`src/rtl/bla_pkg.sv`:
```
package bla_pkg;
  localparam int AW       = 48;
  localparam int SOFF_W   = 32;
  localparam int STRIDE_W = 14;
  localparam int FMT_W    = 4;
  localparam int NREC_W   = 32;
  localparam int DESC_IN_W = 128;

  // decoded descriptor, MSB first
  typedef struct packed {
    logic                add_tid;
    logic [1:0]          idx_sel;
    logic [1:0]          elem_sel;
    logic [FMT_W-1:0]    fmt;
    logic [NREC_W-1:0]   nrec;
    logic                swz;
    logic [STRIDE_W-1:0] stride;
    logic [AW-1:0]       base;
  } desc_t;

  localparam int DESC_W = $bits(desc_t);
endpackage

```
`src/rtl/bla_lane_seq.sv`:
```
module bla_lane_seq #(
  parameter int LANES = 8,
  localparam int LW = (LANES > 1) ? $clog2(LANES) : 1
) (
  input  logic          clk,
  input  logic          rst,
  input  logic          start,
  output logic          busy,
  output logic [LW-1:0] cnt,
  output logic          last
);
  localparam logic [LW-1:0] LAST_LANE = LW'(LANES - 1);

  assign last = busy && (cnt == LAST_LANE);

  always_ff @(posedge clk) begin
    if (rst) begin
      busy <= 1'b0;
      cnt  <= '0;
    end else if (start) begin
      busy <= 1'b1;
      cnt  <= '0;
    end else if (busy) begin
      if (cnt == LAST_LANE) begin
        busy <= 1'b0;
        cnt  <= '0;
      end else begin
        cnt <= cnt + 1'b1;
      end
    end
  end
endmodule

```
`src/rtl/bla_lane_math.sv`:
```
module bla_lane_math
  import bla_pkg::*;
#(
  parameter int IDX_W  = 32,
  parameter int OFF_W  = 32,
  parameter int IOFF_W = 12,
  parameter int LW     = 3
) (
  input  desc_t             dsc,
  input  logic [SOFF_W-1:0] soff,
  input  logic [IOFF_W-1:0] ioff,
  input  logic [IDX_W-1:0]  raw_idx,
  input  logic [OFF_W-1:0]  raw_off,
  input  logic [LW-1:0]     lane,
  output logic [AW-1:0]     addr,
  output logic              oob
);
  localparam int IW = IDX_W + 1;
  localparam int OW = ((OFF_W > IOFF_W) ? OFF_W : IOFF_W) + 1;
  localparam int SW = STRIDE_W + FMT_W;
  localparam int KW = SW + ((IW > OW) ? IW : OW) + 2;

  logic [IW-1:0] idx;
  logic [OW-1:0] off;
  logic [SW-1:0] stride;
  logic [KW-1:0] lin_sum;
  logic          oob_lin, oob_swz;
  logic [2:0]    ish, esh;
  logic [AW-1:0] idx_a, off_a, str_a;
  logic [AW-1:0] idx_hi, idx_lo, off_lo, off_hs;
  logic [AW-1:0] swz_term, lin_term;

  always_comb begin
    idx    = IW'(raw_idx) + (dsc.add_tid ? IW'(lane) : IW'(0));
    off    = OW'(raw_off) + OW'(ioff);
    stride = dsc.add_tid ? {dsc.fmt, dsc.stride} : SW'(dsc.stride);

    // bounds, full width so nothing overflows
    lin_sum = KW'(off) + KW'(stride) * KW'(idx) + KW'(soff);
    oob_lin = lin_sum >= KW'(dsc.nrec);
    oob_swz = (KW'(idx) >= KW'(dsc.nrec)) || (KW'(off) >= KW'(stride));
    oob     = ((stride == '0) || !dsc.swz) ? oob_lin : oob_swz;

    // power-of-two group and element sizes as shift amounts
    ish = {1'b0, dsc.idx_sel} + 3'd3;
    esh = {1'b0, dsc.elem_sel} + 3'd1;

    idx_a  = AW'(idx);
    off_a  = AW'(off);
    str_a  = AW'(stride);
    idx_lo = idx_a & ((AW'(1) << ish) - AW'(1));
    idx_hi = idx_a >> ish;
    off_lo = off_a & ((AW'(1) << esh) - AW'(1));
    off_hs = off_a - off_lo;

    swz_term = ((idx_hi * str_a + off_hs) << ish) + (idx_lo << esh) + off_lo;
    lin_term = off_a + str_a * idx_a;
    addr     = dsc.base + AW'(soff) + (dsc.swz ? swz_term : lin_term);
  end
endmodule

```
`src/rtl/buf_lane_addr_gen.sv`:
```
module buf_lane_addr_gen
  import bla_pkg::*;
#(
  parameter int LANES  = 8,
  parameter int IDX_W  = 32,
  parameter int OFF_W  = 32,
  parameter int IOFF_W = 12,
  localparam int LW = (LANES > 1) ? $clog2(LANES) : 1
) (
  input  logic                   clk,
  input  logic                   rst,
  input  logic                   start,
  input  logic [DESC_IN_W-1:0]   desc,
  input  logic [SOFF_W-1:0]      soff,
  input  logic [IOFF_W-1:0]      ioff,
  input  logic [LANES*IDX_W-1:0] vidx,
  input  logic [LANES*OFF_W-1:0] voff,
  input  logic [LANES-1:0]       exec,
  output logic                   lane_valid,
  output logic [LW-1:0]          lane_id,
  output logic [AW-1:0]          lane_addr,
  output logic                   lane_oob,
  output logic                   done,
  output logic [LANES-1:0]       oob_mask,
  output logic [LANES-1:0]       req_mask
);
  // upper descriptor bits carry nothing for this block
  logic unused_desc_hi;
  assign unused_desc_hi = ^desc[DESC_IN_W-1:DESC_W];

  desc_t             dsc_q;
  logic [SOFF_W-1:0] soff_q;
  logic [IOFF_W-1:0] ioff_q;
  logic [LANES-1:0]  exec_q;
  logic [IDX_W-1:0]  idx_q [LANES];
  logic [OFF_W-1:0]  off_q [LANES];

  logic          busy, last, last_out;
  logic [LW-1:0] cnt;
  logic [AW-1:0] m_addr;
  logic          m_oob;

  bla_lane_seq #(.LANES(LANES)) u_seq (
    .clk(clk), .rst(rst), .start(start),
    .busy(busy), .cnt(cnt), .last(last)
  );

  bla_lane_math #(
    .IDX_W(IDX_W), .OFF_W(OFF_W), .IOFF_W(IOFF_W), .LW(LW)
  ) u_math (
    .dsc(dsc_q), .soff(soff_q), .ioff(ioff_q),
    .raw_idx(idx_q[cnt]), .raw_off(off_q[cnt]), .lane(cnt),
    .addr(m_addr), .oob(m_oob)
  );

  // operand capture
  always_ff @(posedge clk) begin
    if (rst) begin
      dsc_q  <= '0;
      soff_q <= '0;
      ioff_q <= '0;
      exec_q <= '0;
      for (int i = 0; i < LANES; i++) begin
        idx_q[i] <= '0;
        off_q[i] <= '0;
      end
    end else if (start) begin
      dsc_q  <= desc_t'(desc[DESC_W-1:0]);
      soff_q <= soff;
      ioff_q <= ioff;
      exec_q <= exec;
      for (int i = 0; i < LANES; i++) begin
        idx_q[i] <= vidx[i*IDX_W +: IDX_W];
        off_q[i] <= voff[i*OFF_W +: OFF_W];
      end
    end
  end

  // lane output stage and masks
  always_ff @(posedge clk) begin
    if (rst) begin
      lane_valid <= 1'b0;
      lane_id    <= '0;
      lane_addr  <= '0;
      lane_oob   <= 1'b0;
      last_out   <= 1'b0;
      done       <= 1'b0;
      oob_mask   <= '0;
      req_mask   <= '0;
    end else begin
      lane_valid <= 1'b0;
      lane_addr  <= '0;
      lane_oob   <= 1'b0;
      last_out   <= 1'b0;
      done       <= last_out;
      if (last_out) req_mask <= exec_q & ~oob_mask;
      if (start) begin
        oob_mask <= '0;
        req_mask <= '0;
      end else if (busy) begin
        lane_id    <= cnt;
        lane_valid <= exec_q[cnt];
        last_out   <= last;
        if (exec_q[cnt]) begin
          lane_oob      <= m_oob;
          lane_addr     <= m_oob ? '0 : m_addr;
          oob_mask[cnt] <= m_oob;
        end
      end
    end
  end
endmodule

```
`config.mk`:
```
export PLATFORM = sky130hd
export DESIGN_NAME = buf_lane_addr_gen
export DESIGN_NICKNAME = d
export VERILOG_FILES = /design/src/rtl/bla_pkg.sv /design/src/rtl/bla_lane_seq.sv /design/src/rtl/bla_lane_math.sv /design/src/rtl/buf_lane_addr_gen.sv
export SDC_FILE = /design/constraint.sdc
export NUM_CORES = 2
export LEC_CHECK = 0
export BUFFER_PORTS_ARGS = -buffer_cell sky130_fd_sc_hd__buf_2
export CORE_MARGIN = 10
export CORE_UTILIZATION = 45
export DETAILED_ROUTE_END_ITERATION = 12
export PLACE_DENSITY = 0.75
export SYNTH_ARGS = -nofsm -noshare
export SYNTH_HDL_FRONTEND = slang
export SYNTH_HIERARCHICAL = 1
export SYNTH_SLANG_ARGS = --single-unit
```
`constraint.sdc`:
```
create_clock -name clk -period 42.1 [get_ports clk]
set_input_delay 4.21 -clock clk [delete_from_list [all_inputs] [get_ports clk]]
set_output_delay 4.21 -clock clk [all_outputs]
set_load 0.05 [all_outputs]
```
# Word-level counts from Yosys, hierarchy flattened
# Memory sizes are Yosys's and may differ from the RTL's. A register that Yosys moved wholly into a read port is not among the register bits.
# Index checks and enable logic that the tools add are counted.
# W data, S select, Z words.
[totals] ff_bits=231 ram_bits=512 in_bits=695 mem_count=2
[memory_table] memory="idx_q" words=8 width=32 rd=1 rd_clocked_by_memory_dff=1 write_ports=8 line="buf_lane_addr_gen.sv:35" source="logic [IDX_W-1:0] idx_q [LANES];"
[memory_table] memory="off_q" words=8 width=32 rd=1 rd_clocked_by_memory_dff=1 write_ports=8 line="buf_lane_addr_gen.sv:36" source="logic [OFF_W-1:0] off_q [LANES];"
[classes] addsub=16 mul=3 order_cmp=5 eq_ne=1 shifts=5 muxes=38 n_bitwise=23 n_reduce_logical=12
[ops] op="$mux W32" n=16
[ops] op="$add A48 B48 Y48" n=4
[ops] op="$and A33 B48 Y48" n=2
[ops] op="$shl A1 B3 Y48 const A" n=2
[ops] op="$shl A48 B3 Y48" n=2
[ops] op="$sub A48 B1 Y48 const B" n=2
[ops] op="$add A53 B32 Y53" n=1
[ops] op="$ge A53 B32 Y1" n=1
[ops] op="$add A33 B51 Y52" n=1
[ops] op="$mul A18 B33 Y51" n=1
[ops] op="$add A33 B48 Y48" n=1
[ops] op="$add A48 B32 Y48" n=1
[ops] op="$mul A18 B33 Y48" n=1
[ops] op="$mul A48 B18 Y48" n=1
[ops] op="$mux W48" n=1
[ops] op="$shr A33 B3 Y48" n=1
[ops] op="$sub A33 B48 Y48" n=1
[ops] op="$add A32 B12 Y33" n=1
[ops] op="$add A32 B33 Y33" n=1
[ops] op="$ge A33 B18 Y1" n=1
[ops] op="$ge A33 B32 Y1" n=1
[ops] op="$logic_not A18 Y1" n=1
[ops] op="$mux W18" n=1
[ops] op="$mux W3" n=6
[ops] op="other kinds (22)" n=52

# Longest topological paths before layout
[depth] word_depth=11 ltp_mapped=81 ltp_nobuf=76

# Hierarchy
# The synthesis kept the hierarchy.
[modules_own_cells] module="bla_lane_math" n_inst=1 cells_per_inst=6882 area_per_inst_um2=55709.7
[modules_own_cells] module="buf_lane_addr_gen" n_inst=1 cells_per_inst=2258 area_per_inst_um2=30296.6
[modules_own_cells] module="bla_lane_seq" n_inst=1 cells_per_inst=19 area_per_inst_um2=203.9

# Worst setup path before layout
# OpenSTA, ideal clock, no wires.
[synth_timing] path_type="input -> register" start="in rst" end="mem idx_q[0][0] (enable)" setup_ps=4099 t_arrival_ps=14018 required_ps=38001 slack_ps=23983 path_stages=3 path_buffers=1 path_cell_list="buf_2 -> nor2_2 -> clkinv_1"
[synth_lines] item="start, declared" line="buf_lane_addr_gen.sv:11" source="input logic rst,"
[synth_lines] item="end, declared" line="buf_lane_addr_gen.sv:35"

# Worst setup path after layout
[layout_timing] start="reg u_seq.cnt[1]" end="reg lane_addr[41]"
[layout_between] elab_chain_len=10 word_cells_on_any_way=25 cone_classes="add/sub: 8; mul: 3; order compare: 2; shift: 3; mux: 5; bitwise: 2; reduce/logical: 2"
[layout_lines] item="start, declared" line="bla_lane_seq.sv:9" source="output logic [LW-1:0] cnt,"
[layout_lines] item="start signal, assigned" line="bla_lane_seq.sv:28" source="cnt <= cnt + 1'b1;"
[layout_lines] item="$mux W3 *" line="bla_lane_math.sv:34" source="idx = IW'(raw_idx) + (dsc.add_tid ? IW'(lane) : IW'(0));"
[layout_lines] item="$add A32 B33 Y33 *" line="bla_lane_math.sv:34"
[layout_lines] item="$shr A33 B3 Y48" line="bla_lane_math.sv:52" source="idx_hi = idx_a >> ish;"
[layout_lines] item="$mul A48 B18 Y48" line="bla_lane_math.sv:56" source="swz_term = ((idx_hi * str_a + off_hs) << ish) + (idx_lo << esh) + off_lo;"
[layout_lines] item="$add A48 B48 Y48" line="bla_lane_math.sv:56"
[layout_lines] item="$shl A48 B3 Y48" line="bla_lane_math.sv:56"
[layout_lines] item="$add A48 B48 Y48 (2 in a row)" line="bla_lane_math.sv:56"
[layout_lines] item="$mux W48 *" line="bla_lane_math.sv:58" source="addr = dsc.base + AW'(soff) + (dsc.swz ? swz_term : lin_term);"
[layout_lines] item="$add A48 B48 Y48 *" line="bla_lane_math.sv:58"
[layout_lines] item="net m_addr[41]" line="buf_lane_addr_gen.sv:40" source="logic [AW-1:0] m_addr;"
[layout_lines] item="end signal, assigned" line="buf_lane_addr_gen.sv:106" source="lane_addr <= m_oob ? '0 : m_addr;"
[layout_lines] item="end, declared" line="buf_lane_addr_gen.sv:21" source="output logic [AW-1:0] lane_addr,"
# The timed path passes the listed nets; every way through them passes the cells marked *. The select of a mux whose other input is x is not followed.
# A chain may end at the register's enable or synchronous reset.

==> flow_summary_export.csv <==
group,metric,value,unit
flow_run,cap_violations,0,
critical_path,cp_max_fo,51,
yosys,synth_adder_area_share,0.339,
yosys,yosys.cell_types.count,105,
global_routing,grt_pass1_wl,481000,um
yosys,netlist_instances,9159,
sta,layout_min_cycle_time,20.83,ns
global_routing,grt_start_max_net_pins,184,
sta,setup_violations,0,
yosys,synth_xor_area_frac,0.0257,
critical_path,required,42.73,ns
sta,slew_headroom,0.148,
yosys,synthesis.area,0.0862,mm^2
critical_path,reg2reg_depth,68,
sta,maxSlewViolCount,0,
floorplanning,die_area,0.209,mm^2
floorplanning,dieHeight,458,um
yosys,synth_top_family_by_area,"adder cells",
placement,dp_hpwl,261000,um
routing,vias,72000,
routing,drt_iter0_drc,8010,
sta,max_clock_freq,48.0,MHz
yosys,seq_area_frac_synth,0.232,
yosys,yosysTopAreaCell,"fa_1",
clock_network,clkSinkCount,743,
clock_network,cts_resized,0,
finish,register_area,0.0200,mm^2
sta,rsz0062_at_grt,"no",
clock_network,postCtsSetupBuffers,0,
yosys,async_reset_ff_frac,0,
clock_network,cts_tree,"done",
sta,period_share,0.495,
routing,wirelength,330000,um
sta,hold_viol,0,
sta,worst_pin_slew,1.27,ns
yosys,muxShareOfSynthArea,0.0606,
floorplanning,die_w,458,um
critical_path,slowest_delay,0.75,ns
critical_path,end_kind,"flip-flop",
routing,drcViolationCount,0,
finish,multi_input_area,0.0592,mm^2
yosys,synth-simple-area-share,0.166,
yosys,synth-compound-area-share,0.0907,
critical_path,cpMostUsedCell,"fa_1",
yosys,synth.area.top_cells,"fa_1 (26%), edfxtp_1 (18%), ha_1 (8.3%), inv_1 (6.2%), dfxtp_1 (5.4%)",
clock_network,numCtsBuffers,78,
finish,drive_above_1_share,0.134,
clock_network,clkLatencyLatePin,0.76,ns
global_routing,antenna_found_initial,55,
floorplanning,io-pin-count,765,
placement,routabilityCongestion,1.04,
critical_path,worst_setup_path_start_kind,"flip-flop",
critical_path,cp_slowest_cell,"o21ai_0",
hold_path,holdPathStages,2,
global_routing,grt_util_all_layers,0.306,
routing,wire_per_inst,26.9,um
routing,drt_pass1_iterations,8,
sta,skew,0.0799,ns
critical_path,worst-endpoint-arrival,21.46,ns
yosys,synth-edff-count,512,
routing,vias_per_cell,5.87,
yosys,synth_top_area_frac,0.257,
floorplanning,rows,160,
global_routing,overflow,0,
yosys,yosysWarningCount,6,
clock_network,cts_buffer_depth,3,
placement,io_buffer_count,740,
yosys,ys_ff_latch,743,
clock_network,cts.clk_slew.worst_paths,0.07,ns
finish,fin_nets,12000,
routing,ant_nets,0,
yosys,syn_area_per_cell,9.41,um^2
global_routing,grt_pass1_vias,74400,
clock_network,htreeDepth,3,
finish,syn2layout_area_growth,10.9,%
hold_path,hold_path.class,"reg -> reg",
floorplanning,start_util,0.453,
critical_path,crit_type,"reg -> reg",
clock_network,root_buffer,"clkbuf_16",
finish,fillers,17300,
sta,setup-tns-final,0,ns
floorplanning,core_area,0.190,mm^2
yosys,synth_ff_type,"edfxtp_1",
run_status,outcome,"finished, final reports clean",
clock_network,holdBufCountCts,0,
-- sequential cells by signal, indices dropped and copies added (netlist names), 3 cells and up --
| signal | count |
|---|---|
| idx_q | 256 |
| req_mask | 8 |
| ioff_q | 12 |
| lane_id | 3 |
| exec_q | 8 |
| oob_mask | 8 |
| soff_q | 32 |
| u_seq/cnt | 3 |
| lane_addr | 48 |
| dsc_q | 104 |
| off_q | 256 |
-- per-stage QoR --
step	instance area [um^2]	util	cells	hold slack (ns)	setup WS, ns
detailed placement	92800	0.487	12100	0.461	21.81
global route	95600	0.502	12300	0.482	20.64
CTS	95500	0.502	12200	0.472	21.67
global placement	92800	0.487	12100	0.453	22.04
finish	95600	0.502	12300	0.471	21.27
floorplan	86200	-	9164	0.452	23.98
-- metal layers --
metal	track usage	up-vias	wire, um
li1	-	30800	-
met1	0.376	35500	120000
met2	0.468	4587	144000
met3	0.0948	1116	40500
met4	0.195	18	25100
met5	0	-	114
-- final timing paths --
path,startpoint,endpoint,slack [ns]
max reg2reg,u_seq/cnt[1],lane_addr[41],21.27
min,req_mask[1],req_mask[1],0.47
min reg2reg,req_mask[1],req_mask[1],0.47
max,u_seq/cnt[1],lane_addr[41],21.27
-- synth_stat cells (31+ instances only) --
library cell / n
mux2i_1: 325
nand2b_1: 56
o21ai_0: 214
ha_1: 569
edfxtp_1: 512
and3_1: 46
buf_2: 45
xor2_1: 98
a22oi_1: 79
o21bai_1: 31
mux2_2: 135
buf_1: 46
nor4_1: 33
nand2_1: 971
a21o_1: 114
clkbuf_1: 366
fa_1: 1106
xnor2_1: 155
a211oi_1: 41
a31oi_1: 42
and2_1: 692
dfxtp_1: 231
nor3_1: 73
a21oi_1: 273
a221oi_1: 96
nand3_1: 109
nor2b_1: 176
nand4_1: 72
nor2_1: 597
inv_1: 1421
o21a_1: 61
-- cell families (layout without fill, tap and decap cells) --
logic type	after synthesis	after routing
compound gates	1169	1169
xor+xnor	253	253
fa+ha+maj	1675	1675
buf+inv	1913	2481
flops	743	743
mux	480	480
other cells	2	42
simple gates	2924	2924
-- final cells by class --
| type | instances | share of cell area |
|---|---|---|
| multi-input combinational | 6508 | 0.619 |
| sequential | 743 | 0.210 |
| inverter | 1433 | 0.0563 |
| timing repair buffer | 910 | 0.0524 |
| tap | 2511 | 0.0329 |
| clock buffer | 90 | 0.0214 |
| clock inverter | 48 | 0.00713 |
| antenna | 35 | 0.000916 |
-- placed cells by master (no fill, tap or decap), drive strengths merged, types with 135 or more instances in the layout --
cell    instances
edfxtp        512
ha            569
fa           1106
a21oi         273
mux2i         325
and2          695
xnor2         155
dfxtp         231
nor2b         176
nand2         972
inv          1430
o21ai         222
nor2          599
buf           910
mux2          135
-- critical path: cells and delay by family (launching register included) --
family          cells  cell delay [ns]
buf+inv            12             2.22
simple gates       15             3.45
compound gates     20             5.51
flops               1             0.61
fa+ha+maj          14             6.56
mux                 4             1.76
xor+xnor            3             0.46
Power is left out: the tool's default activity adds up to more than one toggle a clock period on the data nets, which glitch-free logic cannot reach.
